**src/rtl/ioapic_regfile.sv**
```systemverilog
module ioapic_regfile #(
  parameter int NPINS = 24,
  parameter int ADDR_W = 12,
  parameter logic [7:0] VERSION = 8'h11,
  parameter logic [7:0] SEL_OFF = 8'h00,
  parameter logic [7:0] WIN_OFF = 8'h10,
  localparam int PIN_W = (NPINS > 1) ? $clog2(NPINS) : 1
) (
  input  logic                clk,
  input  logic                rst_n,
  input  logic                bus_en,
  input  logic                bus_we,
  input  logic [ADDR_W-1:0]   bus_addr,
  input  logic [31:0]         bus_wdata,
  output logic [31:0]         bus_rdata,
  input  logic [NPINS-1:0]    irq_line,
  output logic [NPINS*8-1:0]  out_vector,
  output logic [NPINS*3-1:0]  out_dlvmode,
  output logic [NPINS-1:0]    out_dstmode,
  output logic [NPINS-1:0]    out_polarity,
  output logic [NPINS-1:0]    out_level,
  output logic [NPINS-1:0]    out_mask,
  output logic [NPINS-1:0]    out_rirr,
  output logic [NPINS*8-1:0]  out_dest,
  output logic                dlv_req,
  output logic [PIN_W-1:0]    dlv_pin
);
  localparam logic [7:0] S_ID   = 8'h00;
  localparam logic [7:0] S_VER  = 8'h01;
  localparam logic [7:0] S_ARB  = 8'h02;
  localparam logic [7:0] S_TBL  = 8'h10;
  localparam logic [7:0] LAST_IDX = 8'(NPINS - 1);
  localparam int B_RIRR = 14;
  localparam int B_LVL  = 15;
  localparam int B_MSK  = 16;

  logic [7:0]  sel_q;
  logic [3:0]  id_q;
  logic [16:0] lo_q   [NPINS];
  logic [7:0]  dest_q [NPINS];

  logic [7:0]       off;
  logic             is_sel, is_win, wr_sel, wr_win;
  logic [7:0]       rel;
  logic [6:0]       idx;
  logic [PIN_W-1:0] pidx;
  logic             hi, in_tbl, ent_wr, fire;
  logic [16:0]      cur_lo, new_lo;
  logic [31:0]      win_rd;

  assign off    = bus_addr[7:0];
  assign is_sel = (off == SEL_OFF);
  assign is_win = (off == WIN_OFF);
  assign wr_sel = bus_en && bus_we && is_sel;
  assign wr_win = bus_en && bus_we && is_win;

  assign rel    = sel_q - S_TBL;
  assign idx    = rel[7:1];
  assign pidx   = idx[PIN_W-1:0];
  assign hi     = sel_q[0];
  assign in_tbl = (sel_q >= S_TBL) && ({1'b0, idx} <= LAST_IDX);
  assign ent_wr = wr_win && in_tbl;

  assign cur_lo = in_tbl ? lo_q[pidx] : 17'h0;
  assign new_lo = hi ? cur_lo
                     : {bus_wdata[16:15], cur_lo[B_RIRR], bus_wdata[13], 1'b0, bus_wdata[11:0]};

  assign fire = ent_wr && new_lo[B_LVL] && !new_lo[B_MSK] && !cur_lo[B_RIRR] && irq_line[pidx];

  always_comb begin
    win_rd = 32'h0;
    case (sel_q)
      S_ID, S_ARB: win_rd = {4'h0, id_q, 24'h0};
      S_VER:       win_rd = {8'h0, LAST_IDX, 8'h0, VERSION};
      default:
        if (in_tbl) win_rd = hi ? {dest_q[pidx], 24'h0} : {15'h0, lo_q[pidx]};
    endcase
  end

  assign bus_rdata = !bus_en ? 32'h0 :
                     is_sel  ? {24'h0, sel_q} :
                     is_win  ? win_rd : 32'h0;

  always_ff @(posedge clk) begin
    if (!rst_n) begin
      sel_q   <= 8'h0;
      id_q    <= 4'h0;
      dlv_req <= 1'b0;
      dlv_pin <= '0;
      for (int i = 0; i < NPINS; i++) begin
        lo_q[i]   <= 17'h10000;
        dest_q[i] <= 8'h0;
      end
    end else begin
      dlv_req <= fire;
      if (fire) dlv_pin <= pidx;
      if (wr_sel) sel_q <= bus_wdata[7:0];
      if (wr_win && sel_q == S_ID) id_q <= bus_wdata[27:24];
      if (ent_wr) begin
        lo_q[pidx] <= new_lo | {2'b0, fire, 14'h0};
        if (hi) dest_q[pidx] <= bus_wdata[31:24];
      end
    end
  end

  for (genvar g = 0; g < NPINS; g++) begin : g_out
    assign out_vector[g*8 +: 8]  = lo_q[g][7:0];
    assign out_dlvmode[g*3 +: 3] = lo_q[g][10:8];
    assign out_dstmode[g]        = lo_q[g][11];
    assign out_polarity[g]       = lo_q[g][13];
    assign out_rirr[g]           = lo_q[g][B_RIRR];
    assign out_level[g]          = lo_q[g][B_LVL];
    assign out_mask[g]           = lo_q[g][B_MSK];
    assign out_dest[g*8 +: 8]    = dest_q[g];
  end
endmodule


```
**config.mk**
```make
export PLATFORM = sky130hd
export DESIGN_NAME = ioapic_regfile
export DESIGN_NICKNAME = d
export VERILOG_FILES = /design/src/rtl/ioapic_regfile.sv
export SDC_FILE = /design/constraint.sdc
export NUM_CORES = 1
export LEC_CHECK = 0
export BUFFER_PORTS_ARGS = -buffer_cell sky130_fd_sc_hd__buf_2
export CORE_ASPECT_RATIO = 0.7
export CORE_MARGIN = 2
export CORE_UTILIZATION = 40
export DETAILED_ROUTE_END_ITERATION = 10
export SLEW_MARGIN = 25
export SYNTH_ARGS = -nofsm -noshare
export SYNTH_HDL_FRONTEND = slang
export SYNTH_SLANG_ARGS = --single-unit
```
**constraint.sdc**
```tcl
create_clock -name clk -period 6.6 [get_ports clk]
set_input_delay 0.99 -clock clk [delete_from_list [all_inputs] [get_ports clk]]
set_output_delay 0.99 -clock clk [all_outputs]
set_load 0.03 [all_outputs]
```
==> impl_results.md, run 1 <==
* Status: finished, final reports clean
* GRT overflow at 0
* Critical Path RT at 5.61 ns
* Lkg Pwr at 15.9 nW
* Synth unique cells at 56
* Top cell type's share of synthesized area at about 63%
* Leading area contributor after synthesis: edfxtp_1
* Placed Area at 0.0409 mm2
* Worst-path clk slew at 0.06 ns
* Hold buffers post-CTS at 0
* Layout cell share with drive strength beyond 1 at 37.9%
* Num Clock Sinks at just over 800
* Fmax at 170 MHz
* Final Critical Period at 5.87 ns
* DR iter-0 viols at 3438
* Dpl cells at 4250
* First-pass GRT wire length at 190000 um
* Power share of the combinational group at 8.9%
* Worst Hold Class: flip-flop to flip-flop
* Worst slew pin tran at 1.08 ns
* CTS root buffer: clkbuf_16
* Slew Limit Fails at 0
* Via Count at 24.7k
* Switching Fraction at 25.3%
* Tot Pwr at about 12 mW
* #FFs+latches synth at 818
* EDFF count, synth at 800
* Total CTS buffers at 84
* Final wirelength at 141000 um
* Sequential area share after synthesis at between 60% and 70%
* Worst VDD drop at 0.000213 V
* Int Pwr at 8.91 mW
* DR DRC count at 0
* Total GRT Usage at 27.8%
* Max_slew headroom at 27.7%
* Max cap viols at 0
* Startpoint types: flip-flop
* Initial antenna violation count at 14
* # resized after CTS at 0
* # H-tree levels at 3
* Vias in the first global route at 23.1k
* Setup Buffers After CTS at 0
* Area growth from synthesis to layout at 13.9%
* CP Max Fanout at 43
* Non-filler cells, final at 4410
* Clk pwr share at 40.0%
* Main flop type after synthesis: edfxtp_1
* Port buffer count at roughly 670
* Setup TNS at 0 ns
* DP HPWL at 97900 um
* Unrepaired setup endpoints after global routing: false
* Asr flop ratio synth at 0%
* DIE AREA at 0.0984 mm2
* Final ANT Viol Nets at 0
* Endpoints failing hold at 0
* Core area at 0.0944 mm2
* Setup Skew at 0.0210 ns
* Fin nets at 3165
* Final setup viols at 0
* Die Y-Extent at 263 um
* DRT Pass-1 Iters at 5
* Routability Congestion at 0.857
* Syn avg cell area at 14.5 um2
* Flop pwr share at about half
* Mapped cell area at 0.0383 mm2
* DR WL/cell at 31.9 um
* Starting Density at 40.6%
* Mapped Cells at 2644
* Ys Warns at 0
* Row count at 94
* Worst EP arrival at 4.88 ns
* TritonCTS clock tree: built
* Clock Path Buffers at 3
* Largest cells by area after synthesis: edfxtp_1, mux4_2, buf_4
* CP endpoint kind: primary output
* Vias per cell at 5.60
* Net switching power at 3.02 mW
* WS Path Type: flip-flop to primary output
* Final Cell Area at about 0.044 mm2
* Tcrit/Tclk final at between 80% and 90%
* Worst-Skew Late Latency at 0.65 ns
* Number of fill cells at 8408
* Largest net degree at the start of global routing at 61
* Die W at between 300 and 400 um
* Top Ports at approximately 700
* Pwr Density at 273 mW/mm2
## worst paths after layout
check,end,slack (ns),cells past startpoint,startpoint
worst min-delay path,dlv_pin[2],0.46,2,dlv_pin[2]
worst min register to register,dlv_pin[2],0.46,2,dlv_pin[2]
worst max register to register,lo_q[11][10],1.46,9,sel_q[4]
worst max-delay path,bus_rdata[4],0.73,9,sel_q[1]
## power groups by stage
stage	clock network [mW]	registers (mW)	logic (mW)
after CTS	4.82	6.09	1.06
after floorplan	0	6.27	0.667
after detailed placement	0	6.20	1.05
after global routing	5.01	6.11	1.09
final	4.77	6.09	1.06
after global placement	0	6.19	1.05
## kinds of logic (layout without fill, tap and decap cells)
family                   count (synthesis)  in the layout  synth area share [%]
XOR/XNOR                                 1              1                0.0229
AO/OA/AOI/OAI                          110            110                  1.95
buffers and inverters                  609            942                  10.3
adder cells (fa/ha/maj)                  5              5                 0.163
AND/OR/NAND/NOR                        790            790                  8.36
flip-flops                             818            818                  63.6
multiplexers                           310            310                  15.6
other                                    1            186               0.00978
## layout by cell type, fill, tap and decap left out, types with 18 or more instances in the layout
| cell | synthesis | routed |
|---|---|---|
| a21oi_1 | 30 | 30 |
| buf_2 | 52 | 668 |
| buf_4 | 405 | 99 |
| clkbuf_1 | 108 | 18 |
| clkbuf_16 | 0 | 87 |
| clkinv_2 | 0 | 21 |
| conb_1 | 1 | 179 |
| edfxtp_1 | 800 | 800 |
| mux2i_1 | 79 | 79 |
| mux4_2 | 230 | 230 |
| nand2_1 | 83 | 67 |
| nand3_1 | 30 | 18 |
| nor2_1 | 601 | 601 |
| o21ai_0 | 28 | 24 |
## Yosys cell counts (5+ instances only)
cell type  instances
edfxtp_1         800
nor2_1           601
buf_4            405
mux4_2           230
clkbuf_1         108
nand2_1           83
mux2i_1           79
buf_2             52
a21oi_1           30
nand3_1           30
o21ai_0           28
dfxtp_1           18
a22oi_1           16
buf_1             15
inv_2             14
nand2b_1          14
nor2b_1           13
a21oi_2           12
and2_1            10
nor3_1            10
and3_1             8
inv_1              7
buf_6              5
ha_1               5
## layout make-up
class                      instances  area (um2)  share of cell area [%]
antenna                            7        17.5                  0.0401
clock buffer                     107        2270                    5.21
multi-input combinational       1395       10800                    24.8
inverter                          22        85.1                   0.195
timing repair buffer             767        4090                    9.36
tap                             1248        1560                    3.58
clock inverter                    46         423                   0.969
sequential                       818       24400                    55.9
## critical path, stage by stage, from the launching register on
cell	delay, ns
dfxtp_4	0.90
buf_4	0.66
buf_4	0.63
mux4_2	0.62
nor2_1	0.11
nor2_1	0.09
o211ai_1	0.36
o221ai_1	0.30
and2_1	0.23
buf_2	0.17
## metrics by stage
stage / setup WS, ns / utilization [%] / hold WS (ns)
final: 0.733 / 46.2 / 0.464
after global routing: 0.520 / 46.2 / 0.485
after CTS: 0.673 / 46.2 / 0.467
after detailed placement: 1.37 / 43.3 / 0.455
after global placement: 1.39 / 43.3 / 0.443
after floorplan: 1.33 / - / 0.463
## registers in the layout, indices dropped and copies added, names as in the netlist
signal / count
lo_q: 544
dlv_req: 1
sel_q: 8
id_q: 4
dest_q: 256
dlv_pin: 5
## routing by layer
layer	vias to the layer above	wire [um]	global-route usage [%]
li1	9986	-	-
met1	12800	58300	40.3
met2	1639	62200	41.0
met3	243	15800	7.66
met4	6	4280	8.22
met5	-	46	0
No activity file was read; power rests on OpenSTA's default activity.
==> run 2: changes to the inputs <==
Clock period 6.6 ns to 5.66 ns, I/O delays scaled along.
==> run 2 against run 1 <==
Effect of this change:
- critical path type unchanged
- final cell count rose by 0.14%
- final area rose by 0.18%
- combinational power rose by 18%
- critical path depth rose by 1
- critical endpoint is now bus_rdata[26]
- setup slack got worse by 0.23 ns
- largest cell class unchanged
- sequential power rose by 17%
==> impl_results.md, run 2 (synthesized netlist as in run 1, its figures left out) <==
* Setup Skew at 0.0224 ns (was 0.0210 ns)
* Fmax at between 150 and 200 MHz
* Layout cell share with drive strength beyond 1 at 37.7% (was 37.9%)
* Final ANT Viol Nets at 0 (unchanged)
* Tot Pwr at 13.8 mW (was 11.9 mW)
* Reg area at 0.0244 mm2 (about the same)
* Top flop regs: lo_q: 544 flops, dest_q: 256 flops, sel_q: 8 flops (unchanged)
* Total GRT Usage at 27.9% (was 27.8%)
* First-pass GRT wire length at 190000 um (about the same)
* CP endpoint kind: primary output (unchanged)
* Most frequent cells in the layout: edfxtp_1, buf_2, nor2_1 (unchanged)
* # H-tree levels at 3 (unchanged)
* Vias per cell at 5.64 (was 5.60)
* Largest net degree at the start of global routing at 99 (was 61)
* Initial antenna violation count at 12 (was 14)
* Worst VDD drop at 0.000183 V (was 0.000213 V)
* DP HPWL at 97500 um (was 97900 um)
* Worst-path clk slew at 0.06 ns (about the same)
* Switching Fraction at 25.2% (was 25.3%)
* Power share of the combinational group at 9.1% (was 8.9%)
* Status: finished, final reports clean (unchanged)
* Biggest register: lo_q (unchanged)
* WS Path Type: flip-flop to primary output (unchanged)
* TritonCTS clock tree: built (unchanged)
* DRT Pass-1 Iters at 5 (unchanged)
* Unrepaired setup endpoints after global routing: false (unchanged)
* CTS root buffer: clkbuf_16 (unchanged)
* Fin nets at 3177 (was 3165)
* DR WL/cell at 32.0 um (was 31.9 um)
* # resized after CTS at 0 (unchanged)
* Clk pwr share at 39.2% (was 40.0%)
* Setup Buffers After CTS at 0 (unchanged)
* Final Cell Area at 0.0437 mm2 (was 0.0436 mm2)
* Final wirelength at 141000 um (about the same)
* DR iter-0 viols at 3537 (was 3438)
* GRT overflow at 0 (unchanged)
* Net switching power at 3.47 mW (was 3.02 mW)
* Port buffer count at 668 (unchanged)
* Worst slew pin tran at 1.07 ns (was 1.08 ns)
* DR DRC count at 0 (unchanged)
* Max_slew headroom at 28.3% (was 27.7%)
* Most common cell after layout, fill and taps aside: edfxtp_1 (unchanged)
* Worst Hold Class: flip-flop to flip-flop (unchanged)
* Worst EP arrival at 4.31 ns (was 4.88 ns)
* Flop pwr share at 51.7% (was 51.1%)
* Die Y-Extent at 263 um (unchanged)
* Vias in the first global route at 23.6k (was 23.1k)
* Via Count at 24.9k (was 24.7k)
* Core area at 0.0944 mm2 (unchanged)
* Final Critical Period at between 5 and 6 ns
* Tcrit/Tclk final at 91.2%
* Multi-input gate area at 0.0108 mm2 (about the same)
* Hold buffers post-CTS at 0 (unchanged)
* Starting Density at 40.6% (unchanged)
* Routability Congestion at 0.865 (was 0.857)
* Startpoint types: flip-flop (unchanged)
* Setup TNS at 0 ns (unchanged)
* Critical Path RT at 4.81 ns (was 5.61 ns)
* Slew Limit Fails at 0 (unchanged)
* Int Pwr at 10.3 mW (was 8.91 mW)
* Max cap viols at 0 (unchanged)
* Clock Path Buffers at 3 (unchanged)
* Row count at 94 (unchanged)
* Total CTS buffers at 83 (was 84)
* Worst-Skew Late Latency at 0.64 ns (was 0.65 ns)
* Endpoints failing hold at 0 (unchanged)
* Area growth from synthesis to layout at 14.1% (was 13.9%)
* CP Max Fanout at 9 (was 43)
* Placed Area at 0.0411 mm2 (was 0.0409 mm2)
* Die W at 374 um (unchanged)
* Final setup viols at 0 (unchanged)
* Num Clock Sinks at 818 (unchanged)
* Pwr Density at 315 mW/mm2 (was 273 mW/mm2)
* Number of fill cells at 8410 (was 8408)
* Top Ports at 686 (unchanged)
* Lkg Pwr at 15.9 nW (about the same)
* DIE AREA at 0.0984 mm2 (unchanged)
* Largest register FFs at 544 (unchanged)
[run 2: worst paths after layout]
kind | start | to | slack [ns] | cells past startpoint
setup / recovery | sel_q[5] | bus_rdata[26] | 0.50 | 10
hold / removal | dlv_pin[0] | dlv_pin[0] | 0.46 | 2
setup reg to reg | sel_q[5] | dest_q[22][5] | 1.18 | 11
hold reg to reg | dlv_pin[0] | dlv_pin[0] | 0.46 | 2
[run 2: cell type report]
class	instances	share of cell area, %
antenna	1	0.00572
clock buffer	110	5.13
clock inverter	42	0.824
inverter	22	0.195
multi-input combinational	1395	24.7
sequential	818	55.8
tap	1248	3.57
timing repair buffer	780	9.83
[run 2: power groups by stage]
stage	clock, mW	combinational (mW)	sequential, mW
6_report	5.40	1.25	7.11
5_1_grt	5.68	1.28	7.13
4_1_cts	5.46	1.24	7.10
3_5_place_dp	0	1.24	7.23
3_3_place_gp	0	1.24	7.22
2_1_floorplan	0	0.777	7.31
[run 2: routing by layer]
metal / vias to the layer above / GRT usage [%] / wire length (um) / share of wire, %
met5: - / 0 / 41 / 0.029
met4: 6 / 9.05 / 5030 / 3.6
met3: 271 / 9.13 / 18000 / 13
met2: 1739 / 40.6 / 61600 / 44
met1: 12900 / 39.6 / 56900 / 40
li1: 10000 / - / - / -
[run 2: through the flow]
| step | hold slack, ns | utilization (%) | std cells | setup slack, ns |
|---|---|---|---|---|
| after floorplan | 0.463 | - | 2822 | 0.528 |
| after global placement | 0.441 | 43.5 | 4263 | 1.17 |
| after detailed placement | 0.451 | 43.5 | 4263 | 1.16 |
| after CTS | 0.443 | 46.3 | 4415 | 0.519 |
| after global routing | 0.478 | 46.3 | 4415 | 0.338 |
| final | 0.464 | 46.3 | 4416 | 0.501 |
[run 2: worst max-delay path: stages (launching register included)]
cell      delay [ns]
dfxtp_1         0.57
inv_1           0.15
ha_2            0.29
nand4b_1        0.16
a211oi_1        0.46
and2_1          0.35
nand2_1         0.08
buf_4           0.22
or3_1           0.70
o21ai_0         0.40
buf_2           0.27
